--- src/rtl/nclt_pkg.sv ---
// Package: shared widths, types and flag layout for the normal colour
// lighting datapath. Assumes 16-bit signed vectors and 32-bit MACs.
package nclt_pkg;
    parameter int VEC_W   = 16;           // normal / matrix / IR width
    parameter int MAC_W   = 32;           // accumulator register width
    parameter int ACC_W   = 44;           // overflow-checked sum width
    parameter int SUM_W   = 48;           // internal sum width
    parameter int FRAC_SH = 12;           // shift applied when sf=1
    parameter int COL_W   = 8;            // colour channel width
    parameter int COL_SH  = 4;            // MAC to colour shift
    parameter int BASE_SH = 4;            // base colour pre-scale
    parameter int NCH     = 3;            // channels per vector
    parameter int NSTEP   = 3 * NCH + 1;  // cycles per normal

    localparam int COEF_W = VEC_W + 1;
    localparam int ENT_W  = 4 * COL_W;
    localparam int STEP_W = $clog2(NSTEP);

    typedef logic signed [VEC_W-1:0]  vec_t;
    typedef logic signed [COEF_W-1:0] coef_t;
    typedef logic signed [SUM_W-1:0]  sum_t;
    typedef logic signed [MAC_W-1:0]  mac_t;

    localparam int FL_OVF = 0;   // accumulator overflow, channels 1..3
    localparam int FL_IR  = 3;   // IR clamp, channels 1..3
    localparam int FL_COL = 6;   // colour clamp R, G, B
    localparam int FL_SUM = 31;  // error summary
endpackage

--- src/rtl/nclt_row_unit.sv ---
// Row unit: combinational three-term multiply-accumulate with bias,
// overflow detect, optional fractional shift and IR clamp.
// Assumes a coefficients fit COEF_W signed and x operands VEC_W signed.
module nclt_row_unit
    import nclt_pkg::*;
(
    input  sum_t  bias,
    input  coef_t a [NCH],
    input  vec_t  x [NCH],
    input  logic  sf,
    input  logic  lm,
    output mac_t  mac,
    output vec_t  ir,
    output logic  ovf,
    output logic  sat
);
    localparam sum_t ACC_HI = sum_t'((64'sd1 <<< (ACC_W - 1)) - 64'sd1);
    localparam sum_t ACC_LO = -ACC_HI - sum_t'(1);
    localparam mac_t IR_HI  = mac_t'((1 <<< (VEC_W - 1)) - 1);
    localparam mac_t IR_LO  = -IR_HI - mac_t'(1);

    sum_t acc;

    // Purpose: sum, overflow check, shift and IR clamp of one row.
    always_comb begin
        acc = bias;
        for (int j = 0; j < NCH; j++)
            acc = acc + sum_t'(a[j]) * sum_t'(x[j]);
        ovf = (acc > ACC_HI) || (acc < ACC_LO);
        mac = mac_t'(sf ? (acc >>> FRAC_SH) : acc);
        sat = 1'b0;
        ir  = mac[VEC_W-1:0];
        if (mac > IR_HI) begin
            ir  = IR_HI[VEC_W-1:0];
            sat = 1'b1;
        end else if (mac < (lm ? mac_t'(0) : IR_LO)) begin
            ir  = lm ? vec_t'(0) : IR_LO[VEC_W-1:0];
            sat = 1'b1;
        end
    end
endmodule

--- src/rtl/nclt_color_fifo.sv ---
// Colour FIFO: converts the three MACs to clamped colour bytes and, on
// push, shifts the three-entry FIFO and writes the newest slot.
// Assumes push only when all three MACs of the colour pass are final.
module nclt_color_fifo
    import nclt_pkg::*;
(
    input  logic             clk,
    input  logic             rst_n,
    input  logic             push,
    input  mac_t             mac [NCH],
    input  logic [COL_W-1:0] code,
    output logic [ENT_W-1:0] rgb0,
    output logic [ENT_W-1:0] rgb1,
    output logic [ENT_W-1:0] rgb2,
    output logic [NCH-1:0]   csat
);
    localparam mac_t COL_MAX = mac_t'((1 << COL_W) - 1);

    mac_t             sh   [NCH];
    logic [COL_W-1:0] chan [NCH];

    // Purpose: shift each MAC down and clamp it to a colour byte.
    always_comb begin
        for (int i = 0; i < NCH; i++) begin
            sh[i]   = mac[i] >>> COL_SH;
            csat[i] = 1'b0;
            chan[i] = sh[i][COL_W-1:0];
            if (sh[i] > COL_MAX) begin
                chan[i] = COL_MAX[COL_W-1:0];
                csat[i] = 1'b1;
            end else if (sh[i] < mac_t'(0)) begin
                chan[i] = '0;
                csat[i] = 1'b1;
            end
        end
    end

    // Purpose: FIFO shift and newest-slot write on push.
    always_ff @(posedge clk) begin
        if (!rst_n) begin
            rgb0 <= '0;
            rgb1 <= '0;
            rgb2 <= '0;
        end else if (push) begin
            rgb0 <= rgb1;
            rgb1 <= rgb2;
            rgb2 <= {code, chan[2], chan[1], chan[0]};
        end
    end
endmodule

--- src/rtl/nclt_ctrl.sv ---
// Sequencer: accepts start while idle, steps through NSTEP cycles per
// normal for one or three normals, and marks the push cycles.
// Assumes start is a pulse; starts during a run are dropped.
module nclt_ctrl
    import nclt_pkg::*;
(
    input  logic              clk,
    input  logic              rst_n,
    input  logic              start,
    input  logic              triple,
    output logic              busy,
    output logic [STEP_W-1:0] step,
    output logic [1:0]        vidx,
    output logic              launch,
    output logic              push,
    output logic              last_push
);
    logic triple_q;

    // Purpose: decode accept, push and final push.
    always_comb begin
        launch    = start && !busy;
        push      = busy && (step == STEP_W'(NSTEP - 1));
        last_push = push && (vidx == (triple_q ? 2'd2 : 2'd0));
    end

    // Purpose: step and normal counters for a run.
    always_ff @(posedge clk) begin
        if (!rst_n) begin
            busy     <= 1'b0;
            step     <= '0;
            vidx     <= '0;
            triple_q <= 1'b0;
        end else if (launch) begin
            busy     <= 1'b1;
            step     <= '0;
            vidx     <= '0;
            triple_q <= triple;
        end else if (busy) begin
            if (push) begin
                step <= '0;
                if (last_push) busy <= 1'b0;
                else           vidx <= vidx + 2'd1;
            end else begin
                step <= step + STEP_W'(1);
            end
        end
    end
endmodule

--- src/rtl/nclt_lighting.sv ---
// Top: normal colour lighting datapath. Per normal it runs three light
// matrix rows, three colour matrix rows and three base colour channels
// through one row unit, then pushes a colour. Assumes the matrix, colour
// and normal inputs are stable for the whole run.
module nclt_lighting
    import nclt_pkg::*;
(
    input  logic                   clk,
    input  logic                   rst_n,
    input  logic                   start,
    input  logic                   triple,
    input  logic                   sf,
    input  logic                   lm,
    input  logic [9*VEC_W-1:0]     light_mtx,
    input  logic [9*VEC_W-1:0]     color_mtx,
    input  logic [NCH*MAC_W-1:0]   bk_color,
    input  logic [ENT_W-1:0]       base_rgbc,
    input  logic [NCH*VEC_W-1:0]   normal0,
    input  logic [NCH*VEC_W-1:0]   normal1,
    input  logic [NCH*VEC_W-1:0]   normal2,
    output logic [NCH*MAC_W-1:0]   mac_o,
    output logic [NCH*VEC_W-1:0]   ir_o,
    output logic [ENT_W-1:0]       rgb0,
    output logic [ENT_W-1:0]       rgb1,
    output logic [ENT_W-1:0]       rgb2,
    output logic [31:0]            flag,
    output logic                   done
);
    vec_t             lt   [NCH][NCH];
    vec_t             cl   [NCH][NCH];
    vec_t             nv   [NCH][NCH];
    mac_t             bk   [NCH];
    logic [COL_W-1:0] base [NCH];

    logic              busy, launch, push, last_push;
    logic [STEP_W-1:0] step;
    logic [1:0]        vidx, row, stg;
    logic              sf_q, lm_q, done_q;
    logic [31:0]       flag_q;
    mac_t              mac_q [NCH];
    vec_t              ir_q  [NCH];
    vec_t              opv   [NCH];

    sum_t       bias;
    coef_t      a_s [NCH];
    vec_t       x_s [NCH];
    mac_t       mac_row;
    vec_t       ir_row;
    logic       ovf, irsat;
    logic [NCH-1:0] csat;

    // Unpack the flat input buses into element arrays.
    for (genvar r = 0; r < NCH; r++) begin : g_row
        for (genvar c = 0; c < NCH; c++) begin : g_col
            assign lt[r][c] = light_mtx[VEC_W*(NCH*r+c) +: VEC_W];
            assign cl[r][c] = color_mtx[VEC_W*(NCH*r+c) +: VEC_W];
        end
        assign nv[0][r] = normal0[VEC_W*r +: VEC_W];
        assign nv[1][r] = normal1[VEC_W*r +: VEC_W];
        assign nv[2][r] = normal2[VEC_W*r +: VEC_W];
        assign bk[r]    = bk_color[MAC_W*r +: MAC_W];
        assign base[r]  = base_rgbc[COL_W*r +: COL_W];
        assign mac_o[MAC_W*r +: MAC_W] = mac_q[r];
        assign ir_o[VEC_W*r +: VEC_W]  = ir_q[r];
    end

    nclt_ctrl u_ctrl (
        .clk(clk), .rst_n(rst_n), .start(start), .triple(triple),
        .busy(busy), .step(step), .vidx(vidx), .launch(launch),
        .push(push), .last_push(last_push)
    );

    // Purpose: map the step count to pass and row.
    always_comb begin
        stg = 2'd3;
        row = 2'd0;
        if (step < STEP_W'(NCH)) begin
            stg = 2'd0; row = 2'(step);
        end else if (step < STEP_W'(2*NCH)) begin
            stg = 2'd1; row = 2'(step - STEP_W'(NCH));
        end else if (step < STEP_W'(3*NCH)) begin
            stg = 2'd2; row = 2'(step - STEP_W'(2*NCH));
        end
    end

    // Purpose: select coefficients, operands and bias for the row unit.
    always_comb begin
        bias = '0;
        for (int j = 0; j < NCH; j++) begin
            a_s[j] = '0;
            x_s[j] = '0;
        end
        case (stg)
            2'd0: for (int j = 0; j < NCH; j++) begin
                a_s[j] = coef_t'(lt[row][j]);
                x_s[j] = nv[vidx][j];
            end
            2'd1: begin
                bias = sum_t'(bk[row]) <<< FRAC_SH;
                for (int j = 0; j < NCH; j++) begin
                    a_s[j] = coef_t'(cl[row][j]);
                    x_s[j] = opv[j];
                end
            end
            2'd2: begin
                a_s[0] = coef_t'(base[row]) <<< BASE_SH;
                x_s[0] = ir_q[row];
            end
            default: ;
        endcase
    end

    nclt_row_unit u_row (
        .bias(bias), .a(a_s), .x(x_s), .sf(sf_q), .lm(lm_q),
        .mac(mac_row), .ir(ir_row), .ovf(ovf), .sat(irsat)
    );

    nclt_color_fifo u_fifo (
        .clk(clk), .rst_n(rst_n), .push(push), .mac(mac_q),
        .code(base_rgbc[ENT_W-1 -: COL_W]),
        .rgb0(rgb0), .rgb1(rgb1), .rgb2(rgb2), .csat(csat)
    );

    // Purpose: commit MAC/IR per row, keep flags and operand snapshot.
    always_ff @(posedge clk) begin
        if (!rst_n) begin
            sf_q   <= 1'b0;
            lm_q   <= 1'b0;
            flag_q <= '0;
            done_q <= 1'b0;
            for (int i = 0; i < NCH; i++) begin
                mac_q[i] <= '0;
                ir_q[i]  <= '0;
                opv[i]   <= '0;
            end
        end else begin
            done_q <= last_push;
            if (launch) begin
                sf_q   <= sf;
                lm_q   <= lm;
                flag_q <= '0;
            end else if (busy && !push) begin
                mac_q[row] <= mac_row;
                ir_q[row]  <= ir_row;
                flag_q[FL_OVF + 32'(row)] <= flag_q[FL_OVF + 32'(row)] | ovf;
                flag_q[FL_IR + 32'(row)]  <= flag_q[FL_IR + 32'(row)] | irsat;
                if (step == STEP_W'(NCH - 1)) begin
                    opv[0] <= ir_q[0];
                    opv[1] <= ir_q[1];
                    opv[2] <= ir_row;
                end
            end else if (push) begin
                flag_q[FL_COL +: NCH] <= flag_q[FL_COL +: NCH] | csat;
                if (last_push)
                    flag_q[FL_SUM] <= |flag_q[FL_IR + NCH - 1 : FL_OVF];
            end
        end
    end

    assign flag = flag_q;
    assign done = done_q;
endmodule

--- config.mk ---
export PLATFORM = sky130hd
export DESIGN_NAME = nclt_lighting
export DESIGN_NICKNAME = d
export VERILOG_FILES = /design/src/rtl/nclt_pkg.sv /design/src/rtl/nclt_row_unit.sv /design/src/rtl/nclt_color_fifo.sv /design/src/rtl/nclt_ctrl.sv /design/src/rtl/nclt_lighting.sv
export SDC_FILE = /design/constraint.sdc
export NUM_CORES = 2
export LEC_CHECK = 0
export ABC_CLOCK_PERIOD_IN_PS = 18000
export BUFFER_PORTS_ARGS = -buffer_cell sky130_fd_sc_hd__buf_4
export CAP_MARGIN = 20
export CELL_PAD_IN_SITES_DETAIL_PLACEMENT = 2
export CELL_PAD_IN_SITES_GLOBAL_PLACEMENT = 2
export CORE_MARGIN = 8
export CORE_UTILIZATION = 33
export CTS_CLUSTER_DIAMETER = 100
export DETAILED_ROUTE_END_ITERATION = 12
export PLACE_DENSITY = 0.82
export RECOVER_POWER = 25
export SLEW_MARGIN = 30
export SYNTH_ARGS = -nofsm -noshare
export SYNTH_HDL_FRONTEND = slang
export SYNTH_SLANG_ARGS = --single-unit
--- constraint.sdc ---
create_clock -name clk -period 18 [get_ports clk]
set_clock_uncertainty 0.15 [all_clocks]
set_input_delay 1.8 -clock clk [delete_from_list [all_inputs] [get_ports clk]]
set_output_delay 1.8 -clock clk [all_outputs]
set_load 0.005 [all_outputs]
==> run_results.csv <==
group,metric,value,unit
route,wl_met3,15600,um
sta,setup_viol,0,
sta,min_period_over_period,0.963,
setup_path,arrival,17.44,ns
setup_path,timing.critical_path.mode_cell,"sky130_fd_sc_hd__fa_1",
global_routing,first_global_vias,56700,
final_layout,layout-area-overhead-vs-synth,19.8,%
synth,synthCells,6010,
placed_design,dp_worst_setup_slack,-0.573,ns
placed_design,dp_hpwl,222000,um
clock_tree,clock_path_buffers,3,
sta,finalHoldViolCount,0,
floorplanning,die_y,417,um
route,detail_route.first_pass.iterations,5,
final_layout,post_route_cells_drive_above_1_share,0.170,
sta,finalCriticalPeriod,17.33,ns
setup_path,worst_setup_path_start_kind,"flop",
global_routing,grt.overflow.total,0,
setup_path,end_kind,"flop",
clock_tree,cts-root-buf,"sky130_fd_sc_hd__clkbuf_16",
floorplanning,ioPinCount,839,
route,viasPerCell,5.37,
clock_tree,tritoncts.num_buffers,34,
final_layout,layout.area.seq,0.00763,sq mm
setup_path,max_stage_delay,0.58,ns
setup_path,worst_path_dominant_cell_family,"adder cells",
sta,worst_slew_pin_slew,4.19,ns
final_layout,multiInputGateArea,0.0408,sq mm
floorplanning,die_area,0.174,sq mm
sta,slew_violations,244,
placed_design,place.port_buffers,816,
clock_tree,clock_tree.htree_level_count,2,
clock_tree,cts.reportedPaths.clkPinSlew,0.07,ns
route,wire_per_inst,29.5,um
final_layout,finalNetCount,8642,
global_routing,grt_use_total,0.294,
route,drt.antenna.violating_nets,0,
synth,ys_seq_elements,325,
min_path,timing.hold.worst.start,"flag[8]",
global_routing,grt_start_max_net_pins,100,
setup_path,reg2reg_from,"u_ctrl.step[0]",
route,detail_route.wirelength,263000,um
synth,share_of_flip_flops_with_an_asynchronous_set_or_reset_after_synthesis,0,
min_path,holdCritPathClass,"reg2reg",
synth,synth_sequential_area_ratio,0.144,
global_routing,grt_pass1_wl,381000,um
setup_path,crit_start,"u_ctrl.step[0]",
synth,synthFlopType,"sky130_fd_sc_hd__dfxtp_1",
sta,postLayoutSetupSlackWorst,0.667,ns
synth,synth_warnings,0,
synth,yosys.cell_types.count,85,
synth,netlist_top_cells_area,"sky130_fd_sc_hd__fa_1 (37%), sky130_fd_sc_hd__dfxtp_1 (8.0%), sky130_fd_sc_hd__ha_1 (7.7%)",
synth,count_of_flip_flops_with_a_built_in_enable_after_synthesis,112,
setup_path,critPathSlowestCell,"sky130_fd_sc_hd__fa_1",
synth,synth_top_cell_area_share,0.367,
clock_tree,numClockSinks,325,
outcome,outcome,"finished with violations",
clock_tree,tritoncts_clock_tree,"yes",
route,drt-met1-wl,96400,um
route,dr.first_iter.drc_count,2836,
final_layout,fill_cells,17900,
clock_tree,post_cts_hold_buffer_count,0,
sta,achievable-frequency,57.7,MHz
setup_path,critPathRequiredTime,18.11,ns
setup_path,critPathKind,"reg2reg",
route,detailroute.wirelength.met2,131000,um
route,post-route-drc-count,0,
synth,synth_area_per_cell,8.82,sq um
global_routing,antenna_found_initial,11,
synth,synth_largest_area_cell,"sky130_fd_sc_hd__fa_1",
floorplanning,initial_core_util,0.331,
setup_path,cp.buffers_inverters,17,
route,top_layer,"met5",
setup_path,critical_path_peak_fanout,14,
floorplanning,die_w,417,um
placed_design,final_weighted_congestion_in_routability_driven_placement,0.957,
clock_tree,clock_latency,0.55,ns
job,cap_viol_max_count,3,
sta,maxSlewHeadroom,-1.79,
route,vias,47800,
floorplanning,placementRows,147,
floorplanning,core_area,0.160,sq mm
outcome,violations,"capacitance limit, slew limit",
synth,synth.cell_area,0.0530,sq mm
-- cells by family (layout without fill, tap and decap cells) --
| logic type | after synthesis | after routing | synth area share |
|---|---|---|---|
| AND/OR/NAND/NOR | 1910 | 1911 | 0.156 |
| XOR/XNOR | 104 | 104 | 0.0172 |
| other | 1 | 27 | 0.0000708 |
| adder cells (fa/ha/maj) | 1296 | 1296 | 0.444 |
| flip-flops | 325 | 325 | 0.144 |
| AO/OA/AOI/OAI | 895 | 895 | 0.106 |
| multiplexers | 186 | 186 | 0.0393 |
| buffers and inverters | 1293 | 2067 | 0.0935 |
-- layer usage --
metal  vias up  track usage
met4         6        0.180
li1      20500            -
met1     25200        0.330
met3       555       0.0535
met2      1521        0.516
met5         -            0
-- layout by cell type (no fill, tap or decap), drive strengths merged, types with 75 or more instances in the layout --
| cell | n |
|---|---|
| inv | 989 |
| nand2 | 973 |
| fa | 971 |
| buf | 925 |
| nor2 | 474 |
| ha | 325 |
| o21ai | 281 |
| a21oi | 262 |
| dfxtp | 213 |
| mux2i | 164 |
| clkbuf | 143 |
| edfxtp | 112 |
| a21boi | 82 |
| nor2b | 76 |
| nand2b | 75 |
-- worst reg2reg max path, delay by kind of cell, from the launching register on --
| family | cells | cell delay, ns |
|---|---|---|
| buffers and inverters | 17 | 2.53 |
| DFF | 1 | 0.44 |
| adders and majority gates | 16 | 7.52 |
| xor gates and xnor gates | 1 | 0.29 |
| and+or+nand+nor | 15 | 2.66 |
| AOI/OAI and AO/OA | 15 | 3.48 |
-- repair_timing --
item                                    CTS  global route
gates cloned                              1             1
pin swaps                                 3             6
endpoints found under the setup margin   83            87
resized for setup                        15            50
setup buffers                            11             0
-- final timing paths --
path,end,slack [ns],cells past startpoint
worst max register to register,opv[0][32],0.67,64
worst min-delay path,flag[8],0.30,2
worst max-delay path,opv[0][32],0.67,64
worst min register to register,flag[8],0.30,2
-- synthesized netlist by cell type (15+ instances only) --
| cell | number |
|---|---|
| sky130_fd_sc_hd__nand2_1 | 972 |
| sky130_fd_sc_hd__ha_1 | 325 |
| sky130_fd_sc_hd__mux2i_1 | 164 |
| sky130_fd_sc_hd__a31oi_1 | 17 |
| sky130_fd_sc_hd__fa_1 | 971 |
| sky130_fd_sc_hd__nor2_1 | 473 |
| sky130_fd_sc_hd__nand2b_1 | 75 |
| sky130_fd_sc_hd__nor3_1 | 56 |
| sky130_fd_sc_hd__edfxtp_1 | 112 |
| sky130_fd_sc_hd__and3_1 | 63 |
| sky130_fd_sc_hd__xnor2_1 | 65 |
| sky130_fd_sc_hd__a22o_1 | 38 |
| sky130_fd_sc_hd__nand4_1 | 29 |
| sky130_fd_sc_hd__inv_1 | 974 |
| sky130_fd_sc_hd__buf_1 | 35 |
| sky130_fd_sc_hd__o21a_1 | 18 |
| sky130_fd_sc_hd__xor2_1 | 39 |
| sky130_fd_sc_hd__a21boi_0 | 76 |
| sky130_fd_sc_hd__nor4_1 | 19 |
| sky130_fd_sc_hd__a211oi_1 | 15 |
| sky130_fd_sc_hd__dfxtp_1 | 213 |
| sky130_fd_sc_hd__a21o_1 | 51 |
| sky130_fd_sc_hd__and2_1 | 49 |
| sky130_fd_sc_hd__o21ai_1 | 20 |
| sky130_fd_sc_hd__clkbuf_1 | 239 |
| sky130_fd_sc_hd__a21oi_1 | 261 |
| sky130_fd_sc_hd__nor2b_1 | 76 |
| sky130_fd_sc_hd__a22oi_1 | 19 |
| sky130_fd_sc_hd__nand3_1 | 38 |
| sky130_fd_sc_hd__mux4_2 | 17 |
| sky130_fd_sc_hd__o21bai_1 | 21 |
| sky130_fd_sc_hd__o21ai_0 | 260 |
| sky130_fd_sc_hd__buf_4 | 22 |
-- layout make-up --
| cell class | instances | area share |
|---|---|---|
| inverters | 985 | 0.0584 |
| diodes | 5 | 0.000197 |
| well taps | 2086 | 0.0411 |
| clock buffers | 48 | 0.0155 |
| clock inverters | 14 | 0.00187 |
| multi-input cells | 4414 | 0.643 |
| repair buffers | 1020 | 0.119 |
| flip-flops and latches | 325 | 0.120 |
-- sequential cells by signal, summed over array words and instances, names as in the netlist --
register and cells:
u_fifo.rgb2 32, ir_q 64, u_ctrl.vidx 2, opv 48, sf_q 1, u_fifo.rgb0 32, u_ctrl.step 4, mac_o 96
u_fifo.rgb1 32, flag 10, u_ctrl.triple_q 1, u_ctrl.busy 1, done 1, lm_q 1
-- stage by stage --
step | util | cells | hold slack (ns) | area, sq um | setup TNS (ns)
global route | 0.397 | 8893 | 0.343 | 63500 | -0.0324
detailed placement | 0.389 | 8815 | 0.299 | 62200 | -33.24
global placement | 0.388 | 8813 | 0.287 | 62100 | 0
CTS | 0.397 | 8889 | 0.310 | 63500 | 0
floorplan | - | 6031 | 0.292 | 53100 | 0
finish | 0.397 | 8897 | 0.304 | 63500 | 0
Power is not shown: default switching activity piles up to over one toggle a cycle in this logic, so the estimate is an artifact.
